**src/rtl/dac_frame_pkg.sv**
```systemverilog
package dac_frame_pkg;
    localparam int ADDR_W    = 3;
    localparam int DATA_W    = 8;
    localparam int BYTE_W    = 8;
    localparam int FRAME_W   = 2 * BYTE_W;
    localparam int SHORT_LEN = ADDR_W + DATA_W;
    localparam int CNT_W     = $clog2(FRAME_W + 1);

    typedef enum logic [2:0] {
        ST_IDLE,
        ST_LEAD,
        ST_LOW,
        ST_HIGH,
        ST_CLOSE,
        ST_DONE
    } tx_state_e;
endpackage

```
**src/rtl/dac_phase_timer.sv**
```systemverilog
module dac_phase_timer #(
    parameter int HALF = 2
) (
    input  logic clk,
    input  logic rst_n,
    input  logic run_i,
    output logic tick_o
);
    localparam int CW = (HALF > 1) ? $clog2(HALF) : 1;
    localparam logic [CW-1:0] LAST = CW'(HALF - 1);

    logic [CW-1:0] cnt_q;

    assign tick_o = run_i && (cnt_q == LAST);

    always_ff @(posedge clk or negedge rst_n) begin
        if (!rst_n)
            cnt_q <= '0;
        else if (!run_i || tick_o)
            cnt_q <= '0;
        else
            cnt_q <= cnt_q + 1'b1;
    end
endmodule

```
**src/rtl/dac_bit_rev.sv**
```systemverilog
module dac_bit_rev #(
    parameter int W = 8
) (
    input  logic [W-1:0] in_i,
    output logic [W-1:0] out_o
);
    for (genvar i = 0; i < W; i++) begin : g_rev
        assign out_o[i] = in_i[W-1-i];
    end
endmodule

```
**src/rtl/dac_frame_pack.sv**
```systemverilog
module dac_frame_pack
    import dac_frame_pkg::*;
(
    input  logic [ADDR_W-1:0]  chan_i,
    input  logic [DATA_W-1:0]  value_i,
    input  logic               byte_mode_i,
    output logic [FRAME_W-1:0] word_o,
    output logic [CNT_W-1:0]   len_o
);
    localparam int PAD_TAIL = FRAME_W - SHORT_LEN;
    localparam int PAD_ADDR = BYTE_W - ADDR_W;

    always_comb begin
        if (byte_mode_i) begin
            word_o = {{PAD_ADDR{1'b0}}, chan_i, value_i};
            len_o  = CNT_W'(FRAME_W);
        end else begin
            word_o = {chan_i, value_i, {PAD_TAIL{1'b0}}};
            len_o  = CNT_W'(SHORT_LEN);
        end
    end
endmodule

```
**src/rtl/dac_frame_tx.sv**
```systemverilog
module dac_frame_tx
    import dac_frame_pkg::*;
#(
    parameter int SCLK_DIV = 4
) (
    input  logic              clk,
    input  logic              rst_n,
    input  logic              start_i,
    input  logic [ADDR_W-1:0] chan_i,
    input  logic [DATA_W-1:0] value_i,
    input  logic              byte_mode_i,
    input  logic              lsb_first_i,
    output logic              busy_o,
    output logic              done_o,
    output logic              cs_n_o,
    output logic              sclk_o,
    output logic              sdo_o,
    output logic              shdn_n_o,
    output logic              dac_rst_n_o
);
    localparam int HALF = (SCLK_DIV / 2 < 1) ? 1 : SCLK_DIV / 2;

    tx_state_e state_q, state_d;
    logic [FRAME_W-1:0] shreg_q;
    logic [CNT_W-1:0]   left_q;
    logic [DATA_W-1:0]  val_rev, val_sel;
    logic [FRAME_W-1:0] pack_word;
    logic [CNT_W-1:0]   pack_len;
    logic               tick, run, accept, last_bit;

    dac_bit_rev #(.W(DATA_W)) u_rev (
        .in_i  (value_i),
        .out_o (val_rev)
    );

    assign val_sel = lsb_first_i ? val_rev : value_i;

    dac_frame_pack u_pack (
        .chan_i      (chan_i),
        .value_i     (val_sel),
        .byte_mode_i (byte_mode_i),
        .word_o      (pack_word),
        .len_o       (pack_len)
    );

    assign run = (state_q != ST_IDLE) && (state_q != ST_DONE);

    dac_phase_timer #(.HALF(HALF)) u_timer (
        .clk    (clk),
        .rst_n  (rst_n),
        .run_i  (run),
        .tick_o (tick)
    );

    assign accept   = (state_q == ST_IDLE) && start_i;
    assign last_bit = (left_q == CNT_W'(1));

    // next-state logic
    always_comb begin
        state_d = state_q;
        unique case (state_q)
            ST_IDLE:  if (start_i) state_d = ST_LEAD;
            ST_LEAD:  if (tick) state_d = ST_LOW;
            ST_LOW:   if (tick) state_d = ST_HIGH;
            ST_HIGH:  if (tick) state_d = last_bit ? ST_CLOSE : ST_LOW;
            ST_CLOSE: if (tick) state_d = ST_DONE;
            ST_DONE:  state_d = ST_IDLE;
            default:  state_d = ST_IDLE;
        endcase
    end

    // state register and shift datapath
    always_ff @(posedge clk or negedge rst_n) begin
        if (!rst_n) begin
            state_q <= ST_IDLE;
            shreg_q <= '0;
            left_q  <= '0;
        end else begin
            state_q <= state_d;
            if (accept) begin
                shreg_q <= pack_word;
                left_q  <= pack_len;
            end else if (state_q == ST_HIGH && tick && !last_bit) begin
                shreg_q <= {shreg_q[FRAME_W-2:0], 1'b0};
                left_q  <= left_q - 1'b1;
            end
        end
    end

    // output decode
    always_comb begin
        cs_n_o = 1'b1;
        sclk_o = 1'b1;
        sdo_o  = 1'b0;
        busy_o = 1'b1;
        done_o = 1'b0;
        unique case (state_q)
            ST_IDLE:  busy_o = 1'b0;
            ST_LEAD: begin
                cs_n_o = 1'b0;
                sdo_o  = shreg_q[FRAME_W-1];
            end
            ST_LOW: begin
                cs_n_o = 1'b0;
                sclk_o = 1'b0;
                sdo_o  = shreg_q[FRAME_W-1];
            end
            ST_HIGH: begin
                cs_n_o = 1'b0;
                sdo_o  = shreg_q[FRAME_W-1];
            end
            ST_CLOSE: ;
            ST_DONE:  done_o = 1'b1;
            default:  busy_o = 1'b0;
        endcase
    end

    assign shdn_n_o    = 1'b1;
    assign dac_rst_n_o = 1'b1;
endmodule

```
**config.mk**
```make
export PLATFORM = sky130hd
export DESIGN_NAME = dac_frame_tx
export DESIGN_NICKNAME = d
export VERILOG_FILES = /design/src/rtl/dac_frame_pkg.sv /design/src/rtl/dac_phase_timer.sv /design/src/rtl/dac_bit_rev.sv /design/src/rtl/dac_frame_pack.sv /design/src/rtl/dac_frame_tx.sv
export SDC_FILE = /design/constraint.sdc
export NUM_CORES = 1
export LEC_CHECK = 0
export ABC_AREA = 1
export BUFFER_PORTS_ARGS = -buffer_cell sky130_fd_sc_hd__buf_2
export CAP_MARGIN = 20
export CELL_PAD_IN_SITES_DETAIL_PLACEMENT = 0
export CELL_PAD_IN_SITES_GLOBAL_PLACEMENT = 2
export CORE_UTILIZATION = 33
export CTS_CLUSTER_SIZE = 12
export DETAILED_ROUTE_END_ITERATION = 6
export PLACE_DENSITY = 0.86
export SYNTH_ARGS = -nofsm -noshare
export SYNTH_HDL_FRONTEND = slang
export SYNTH_SLANG_ARGS = --single-unit
```
**constraint.sdc**
```tcl
create_clock -name clk -period 3.05 [get_ports clk]
set_input_delay 0.4575 -clock clk [delete_from_list [all_inputs] [get_ports clk]]
set_output_delay 0.4575 -clock clk [all_outputs]
set_load 0.01 [all_outputs]
```
# [After elaboration in Yosys (flattened, before gate mapping)]
# Index checks and enable logic that the tools add are counted.
[totals] reg_bits=25 in_bits=16 output_inout_bits=7 wordCells=52
[op_classes] n_addsub=2 n_eq_ne=12 n_mux=20 reduce_logical=14
[op_table] operator="$mux 16" count=3
[op_table] operator="$mux 3" count=6
[op_table] operator="$mux 5" count=3
[op_table] operator="$pmux 3 s5" count=1
[op_table] operator="$ne 2x2->1 const B" count=5
[op_table] operator="$mux 8" count=1
[op_table] operator="$eq 3x2->1 const B" count=2
[op_table] operator="$eq 3x3->1 const B" count=2
[op_table] operator="$mux 1" count=6
[op_table] operator="$eq 5x1->1 const B" count=1
[op_table] operator="$logic_and 1x1->1" count=5
[op_table] operator="$reduce_and 5->1" count=1
[op_table] operator="$reduce_or 5->1" count=1
[op_table] operator="$sub 5x1->5 const B" count=1
[op_table] operator="$eq 3x1->1 const B" count=1
[op_table] operator="$logic_not 3->1" count=1
[op_table] operator="$ne 3x3->1 const B" count=1
[op_table] operator="$reduce_bool 3->1" count=1
[op_table] operator="$reduce_or 3->1" count=1
[op_table] operator="$logic_not 1->1" count=2
[op_table] operator="$reduce_bool 2->1" count=1
[op_table] operator="$add 1x1->1 const B" count=1
[op_table] operator="$logic_or 1x1->1" count=1

# [Depth between registers and ports, before layout]
# Gate-level depths: netlist (run 1).
[depth] word_depth=7 mapped_depth=9 depth_no_buf=8

# [Hierarchy]
# A second synthesis (run 1) with hierarchy kept.
[hier_totals] hier_cells=282 hier_area_um2=1859.3
[by_module_without_submodules] mod="dac_frame_tx" instances=1 cells_per_inst=223 area_per_inst_um2=1550.2 seq_area_each_um2=600.6
[by_module_without_submodules] mod="dac_frame_pack" instances=1 cells_per_inst=46 area_per_inst_um2=206.4 seq_area_each_um2=0.0
[by_module_without_submodules] mod="dac_bit_rev" instances=1 cells_per_inst=8 area_per_inst_um2=60.1 seq_area_each_um2=0.0
[by_module_without_submodules] mod="dac_phase_timer" instances=1 cells_per_inst=5 area_per_inst_um2=42.5 seq_area_each_um2=25.0

# [Worst setup path after synthesis (run 1)]
# OpenSTA, ideal clock, no wires.
[synth_path] path_type="register to output" from="register state_q[0]" to="output port busy_o" t_arrival_ns=0.935 required_ns=2.592 path_slack_ns=1.658 path_stages_with_launch=5 n_path_buf=0 path_cell_list="dfrtp_1 -> nor2_4 -> inv_1 -> nand2_1 -> o21ai_0"
[synth_via] elab_chain_cells=3 word_cells_on_any_way=7 classes_between="eq/ne (5); mux (1); reduce/logical (1)"
[synth_rtl] element="from (decl)" line="dac_frame_tx.sv:23" rtl="tx_state_e state_q, state_d;"
[synth_rtl] element="from (signal assigned)" line="dac_frame_tx.sv:79" rtl="state_q <= state_d;"
[synth_rtl] element="$eq 3x2->1 (tied with other cells)" line="dac_frame_tx.sv:97" rtl="unique case (state_q)"
[synth_rtl] element="$reduce_or 5->1 (no source line) (*)"
[synth_rtl] element="$mux 1 (*)" line="dac_frame_tx.sv:97"
[synth_rtl] element="to (decl)" line="dac_frame_tx.sv:13" rtl="output logic busy_o,"
# Every way passes the cells marked *; elsewhere a longest branch is shown, timed or not.

# [Final worst setup path (run 1)]
[layout_path] from="register state_q[0]" to="register shreg_q[9]"
[layout_via] elab_chain_cells=6 word_cells_on_any_way=11 classes_between="eq/ne (2); mux (1); reduce/logical (8)"
[layout_rtl] element="$ne 3x3->1 or $reduce_bool 3->1 (tied branches)" line="dac_frame_tx.sv:46" rtl="assign run = (state_q != ST_IDLE) && (state_q != ST_DONE);"
[layout_rtl] element="$logic_and 1x1->1" line="dac_frame_tx.sv:46"
[layout_rtl] element="$logic_and 1x1->1" line="dac_phase_timer.sv:14" rtl="assign tick_o = run_i && (cnt_q == LAST);"
[layout_rtl] element="$logic_and 1x1->1 (2 in a row)" line="dac_frame_tx.sv:83" rtl="end else if (state_q == ST_HIGH && tick && !last_bit) begin"
[layout_rtl] element="$reduce_bool 2->1 (no source line)"
[layout_rtl] element="to (signal assigned)" line="dac_frame_tx.sv:81" rtl="shreg_q <= pack_word;"
[layout_rtl] element="to (signal assigned)" line="dac_frame_tx.sv:84" rtl="shreg_q <= {shreg_q[FRAME_W-2:0], 1'b0};"
[layout_rtl] element="to (decl)" line="dac_frame_tx.sv:24" rtl="logic [FRAME_W-1:0] shreg_q;"
# Parallel ways exist; a longest one is shown, timed or not.
# A chain may end at the register's enable or synchronous reset.

==> results of run 1 <==
## cell families (layout without fill, tap and decap cells)
kind of cell	Yosys count	in the layout
xor+xnor	1	1
buf+inv	33	46
other cells	1	2
simple gates	177	177
fa+ha+maj	2	2
compound gates	13	13
flops	25	25
## how the worst max path moves through the flow
stage	slack, ns	endpoint	startpoint	cells past startpoint
final	1.14	shreg_q[9]	state_q[0]	6
after global routing	0.88	shreg_q[10]	state_q[0]	6
after CTS	1.10	shreg_q[9]	state_q[0]	6
after detailed placement	1.11	shreg_q[10]	state_q[0]	6
after global placement	1.16	shreg_q[6]	state_q[0]	6
after floorplan	1.66	busy_o	state_q[0]	4
## final cells by class
cell class | instances | area, um^2 | area share
Timing Repair Buffer | 20 | 100 | 0.0563
Clock buffer | 3 | 41.3 | 0.0232
Inverter | 22 | 82.6 | 0.0465
Sequential cell | 25 | 626 | 0.352
Tap cell | 67 | 83.8 | 0.0472
Clock inverter | 1 | 5.00 | 0.00282
Multi-Input combinational cell | 195 | 838 | 0.472
## synth_stat cells, drive strengths merged
master,count
buf,11
clkinv,1
conb,1
dfrtp,25
ha,2
inv,21
nand2,141
nand3,24
nand4,1
nor2,8
nor3,1
nor3b,1
o211ai,1
o21ai,12
or2,1
xor2,1
## critical path: cells and delay by family (launching register included)
| family | cells | cell delay [ns] |
|---|---|---|
| buffers and inverters | 1 | 0.26 |
| DFF | 1 | 0.45 |
| and+or+nand+nor | 5 | 1.08 |
## power by group through the flow
| stage | Sequential, mW | Combinational [mW] | Clock [mW] |
|---|---|---|---|
| floorplan | 0.542 | 0.618 | 0 |
| detailed placement | 0.566 | 0.719 | 0 |
| CTS | 0.561 | 0.722 | 0.207 |
| global placement | 0.567 | 0.718 | 0 |
| global route | 0.579 | 0.846 | 0.223 |
| finish | 0.561 | 0.706 | 0.201 |
## stage by stage
stage	cells	hold WS [ns]	util	total power [mW]
3_3_place_gp	329	0.456	0.366	1.29
6_report	333	0.177	0.376	1.47
2_1_floorplan	253	0.162	-	1.16
3_5_place_dp	329	0.462	0.366	1.29
4_1_cts	333	0.187	0.376	1.49
5_1_grt	333	0.218	0.376	1.65
## sequential cells by signal (all words and copies together) (netlist names)
register	cells
u_timer.cnt_q	1
left_q	5
shreg_q	16
state_q	3
## per-layer routing
metal,vias up,wire [um],global-route usage
met1,671,1800,0.222
met4,0,28,0.0392
met2,22,1710,0.261
li1,794,-,-
met5,-,0,0
met3,4,87,0.0208
==> flow_metrics.py, run 1 <==
metrics = {
    "status": {
        "status": "complete, no violations",
    },
    "synthesis": {
        "synth_area_leader_cell": "dfrtp_1",
        "syn_inst": 252,
        "syn_area_um2": 1630,
        "syn_avg_cell_area_um2": 6.45,
        "ys_ff_latch": 25,
        "synth_xor_area_frac": 0.00538,
        "synth_top_cells_by_area": "dfrtp_1, nand2_1, nand3_1",
        "yosys_warnings": 0,
        "synth_top_family_by_area": "simple AND/OR/NAND/NOR gates",
        "synthSimpleGateAreaFrac": 0.448,
        "synth_fa_ha_area_frac": 0.0154,
        "yosysSeqAreaShare": 0.385,
        "synth_compound_area_frac": 0.0415,
        "synthMuxAreaShare": 0,
        "synth_cell_type_count": 24,
        "synth.top_cell.area_share": 0.385,
    },
    "floorplan": {
        "die-area_um2": 5210,
        "start_util": 0.344,
        "fp.coreArea_um2": 4720,
        "dieHeight_um": 72.2,
        "io_pins": 23,
        "num_rows": 25,
        "fp.dieW_um": 72.2,
    },
    "clock_network": {
        "cts-root-buf": "clkbuf_8",
        "ctsResizeCount": 0,
        "clockBufferDepth": 2,
        "htreeDepth": 1,
        "path_clk_slew_ns": 0.09,
        "ctsHoldBuffers": 0,
        "post_cts_buffers": 0,
        "cts_num_sinks": 25,
        "cts-buffers-inserted": 3,
        "insertion_delay_ns": 0.27,
        "cts_tree": "done",
    },
    "global_route": {
        "first_global_vias": 1413,
        "antenna_found_initial": 0,
        "overflow": 0,
        "grtUsageTotal": 0.159,
        "grt_pass1_wl_mm": 6.55,
        "grt_max_degree": 29,
    },
    "layout": {
        "mostFrequentLayoutCell": "nand2_1",
        "n_antenna_cell": 0,
        "drive_gt1_frac": 0.120,
        "fin_area_um2": 1780,
        "n_fill_cell": 538,
        "fin_nets": 285,
        "syn_to_final_growth_pct": 9.23,
        "final_cell_mix": "nand2_1, dfrtp_1, nand3_1",
    },
    "power_and_ir_drop": {
        "internal-power_mw": 0.796,
        "p_clk_frac": 0.137,
        "swShare": 0.458,
        "p_per_area_nw_per_um2": 826,
        "pwr-share-comb": 0.481,
        "power.switching_mw": 0.673,
        "peakVddDrop_mv": 0.197,
        "pwr-share-seq": 0.382,
        "power_leakage_nw": 1.03,
    },
    "setup_path": {
        "r2r_slack_ns": 1.14,
        "max_stage_delay_ns": 0.45,
        "crit_required_ns": 3.22,
        "end_kind": "flip-flop",
        "cp-start-kind": "flip-flop",
        "crit_chain": "nor2_4 -> nand3_4 -> nand2_2 -> inv_2 -> nand2_1 -> nand2_1",
        "path_max_fanout": 28,
        "critPathArrivalTime_ns": 2.08,
        "crit_top_cell": "nand2_1",
        "slowest_stage": "dfrtp_1",
        "r2r-start": "state_q[0]",
        "reg2regPathDepth": 6,
        "crit_type": "reg -> reg",
        "r2r-end": "shreg_q[9]",
    },
    "placed_design": {
        "place_ws_ns": 1.11,
        "place.gp.congestion": 0.818,
        "dp_hpwl_mm": 2.66,
        "placed_cell_area_um2": 1730,
        "io_buffers": 20,
    },
    "detailed_routing": {
        "drt_wl_total_mm": 3.63,
        "drtPass1Iterations": 4,
        "drc_errors": 0,
        "via_per_inst": 4.48,
        "antenna_left": 0,
        "drt_iter0_drc": 63,
        "vias": 1491,
        "wl_per_cell_um": 10.9,
    },
    "worst_hold_path": {
        "min_path_type": "in -> async",
    },
    "sta": {
        "rsz0062_at_grt": "false",
        "fin_ws_ns": 1.14,
        "setup_viol": 0,
        "fin_setup_tns_ns": 0,
        "hold_violations": 0,
        "period_share": 0.626,
        "clock.fmax_mhz": 524,
        "drv_slew": 0,
        "tightestPinTransition_ns": 0.590,
        "fin_crit_ns": 1.91,
        "finClkSkew_ns": 0.00326,
        "relSlewSlack": 0.607,
    },
    "run": {
        "maxCapViolations": 0,
    },
}
No activity file was read; power rests on OpenSTA's default activity.
==> run 2: changes to the inputs <==
- ABC_AREA: 1 -> 0
- CORE_UTILIZATION: 33 -> 35
- PLACE_DENSITY: 0.86 -> 0.8
- clock period: 3.05 -> 2 ns (I/O delays scaled with it)
==> flow_metrics.py, run 2 <==
metrics = {
    "setup_path": {
        "cp-start-kind": "flip-flop",
        "path_max_fanout": 13,
        "end_kind": "flip-flop",
        "crit_type": "reg -> reg",
        "crit_required_ns": 2.19,
        "critPathArrivalTime_ns": 2.04,
    },
    "clock_network": {
        "insertion_delay_ns": 0.28,
        "ctsHoldBuffers": 0,
        "path_clk_slew_ns": 0.09,
        "cts_num_sinks": 25,
        "cts-buffers-inserted": 3,
        "htreeDepth": 1,
        "cts-root-buf": "clkbuf_8",
        "cts_tree": "done",
        "clockBufferDepth": 2,
        "ctsResizeCount": 0,
        "post_cts_buffers": 0,
    },
    "synthesis": {
        "synth_xor_area_frac": 0,
        "synth_most_common_cell": "dfrtp_1",
        "yosys_warnings": 0,
        "synth_fa_ha_area_frac": 0.0157,
        "synth_compound_area_frac": 0.177,
        "synthMuxAreaShare": 0.114,
        "ys_ff_latch": 25,
        "synth.top_cell.area_share": 0.392,
        "synthSimpleGateAreaFrac": 0.228,
        "syn_area_um2": 1590,
        "yosysSeqAreaShare": 0.392,
        "synth_cell_type_count": 40,
        "synth_top_family_by_area": "simple AND/OR/NAND/NOR gates",
        "synth_async_sr_flop_share": 1.00,
        "syn_inst": 166,
        "syn_avg_cell_area_um2": 9.60,
        "synth-edff-count": 0,
        "synth_top_cells_by_area": "dfrtp_1, o211ai_2, nand3_1",
        "synth_area_leader_cell": "dfrtp_1",
        "yosys-top-cells-count": "dfrtp_1, nand3_1, nand2_1",
        "synth_ff_type": "dfrtp_1",
    },
    "detailed_routing": {
        "antenna_left": 0,
        "via_per_inst": 5.57,
        "vias": 1293,
        "drtPass1Iterations": 4,
        "drc_errors": 0,
        "drt_wl_total_mm": 3.64,
        "drt_iter0_drc": 69,
        "wl_per_cell_um": 15.7,
    },
    "global_route": {
        "antenna_found_initial": 0,
        "grtUsageTotal": 0.163,
        "overflow": 0,
        "grt_pass1_wl_mm": 6.27,
        "grt_max_degree": 26,
        "first_global_vias": 1312,
    },
    "placed_design": {
        "place.gp.congestion": 0.716,
        "place_inst": 228,
        "io_buffers": 20,
        "dp_hpwl_mm": 2.50,
    },
    "floorplan": {
        "start_util": 0.366,
        "io_pins": 23,
        "die-area_um2": 4830,
        "num_rows": 24,
        "fp.dieW_um": 69.5,
        "fp.coreArea_um2": 4350,
        "dieHeight_um": 69.5,
    },
    "power_and_ir_drop": {
        "internal-power_mw": 1.31,
        "power_leakage_nw": 0.810,
        "pwr-share-seq": 0.397,
        "p_clk_frac": 0.141,
        "swShare": 0.404,
        "p_per_area_nw_per_um2": 1240,
        "power.switching_mw": 0.890,
        "peakVddDrop_mv": 0.388,
        "pwr-share-comb": 0.461,
    },
    "layout": {
        "multi_input_area_um2": 861,
        "n_fill_cell": 426,
        "final_cell_mix": "dfrtp_1, nand3_1, buf_2",
        "mostFrequentLayoutCell": "dfrtp_1",
        "largest_reg_flops": 16,
        "syn_to_final_growth_pct": 11.1,
        "fin_nets": 199,
        "layoutNonFillerInstCount": 232,
        "drive_gt1_frac": 0.300,
        "regMostFlops": "shreg_q",
        "n_antenna_cell": 0,
        "seq_area_um2": 626,
        "top_regs": "shreg_q (16), left_q (5), state_q (3)",
    },
    "sta": {
        "rsz0062_at_grt": "false",
        "drv_slew": 0,
        "fin_crit_ns": 1.86,
        "relSlewSlack": 0.601,
        "tightestPinTransition_ns": 0.598,
        "period_share": 0.929,
        "finClkSkew_ns": 0.00783,
        "setup_viol": 0,
        "fin_setup_tns_ns": 0,
        "hold_violations": 0,
        "clock.fmax_mhz": 538,
    },
    "worst_hold_path": {
        "min_path_type": "in -> async",
    },
    "status": {
        "status": "complete, no violations",
    },
    "run": {
        "maxCapViolations": 0,
    },
}
run 2: final cells by class:
type,instances,area share
clock buffer,4,0.0254
inverter,4,0.00847
multi-input combinational,119,0.486
sequential,25,0.353
tap,52,0.0367
timing repair buffer,28,0.0904
run 2: power groups by stage:
| stage | Clock [mW] | Combinational, mW | Sequential [mW] |
|---|---|---|---|
| 3_5_place_dp | 0 | 1.02 | 0.879 |
| 5_1_grt | 0.342 | 1.15 | 0.903 |
| 3_3_place_gp | 0 | 0.988 | 0.873 |
| 4_1_cts | 0.320 | 1.02 | 0.872 |
| 6_report | 0.311 | 1.02 | 0.876 |
| 2_1_floorplan | 0 | 0.831 | 0.838 |
run 2: per-stage QoR:
| step | instance area, um^2 | hold slack [ns] | setup slack, ns | power (mW) | utilization |
|---|---|---|---|---|---|
| finish | 1770 | 0.0191 | 0.142 | 2.20 | 0.407 |
| global route | 1770 | 0.0569 | 0.0497 | 2.39 | 0.407 |
| CTS | 1770 | 0.0358 | 0.157 | 2.22 | 0.407 |
| detailed placement | 1730 | 0.340 | 0.170 | 1.90 | 0.397 |
| global placement | 1730 | 0.330 | 0.268 | 1.86 | 0.397 |
| floorplan | 1600 | 0.00441 | 0.299 | 1.67 | - |
run 2: logic make-up (layout without fill, tap and decap cells):
kind of cell,count (synthesis),count (layout)
adders and majority gates,2,2
muxes,16,16
and+or+nand+nor,67,67
DFF,25,25
other,1,2
buffers and inverters,23,36
AOI/OAI and AO/OA,32,32
run 2: critical path: stages, from the launching register on:
cell and delay [ns]:
dfrtp_1 0.40, inv_1 0.10, ha_1 0.15, or4b_4 0.45, and2_1 0.22, buf_4 0.23, o221ai_1 0.22
run 2: per-layer routing:
layer	global-route usage	routed length, um
met1	0.211	1670
met2	0.272	1740
met3	0.0291	173
met4	0.0612	65
met5	0	0
run 2: final timing paths:
check	startpoint	end	slack, ns	cells past startpoint
min reg2reg	shreg_q[13]	shreg_q[14]	0.52	2
max	left_q[1]	shreg_q[6]	0.14	6
min in group clk	chan_i[0]	shreg_q[13]	0.31	3
min	rst_n	shreg_q[3]	0.02	1
max in group asynchronous	rst_n	left_q[3]	1.58	1
max reg2reg	left_q[1]	shreg_q[6]	0.14	6
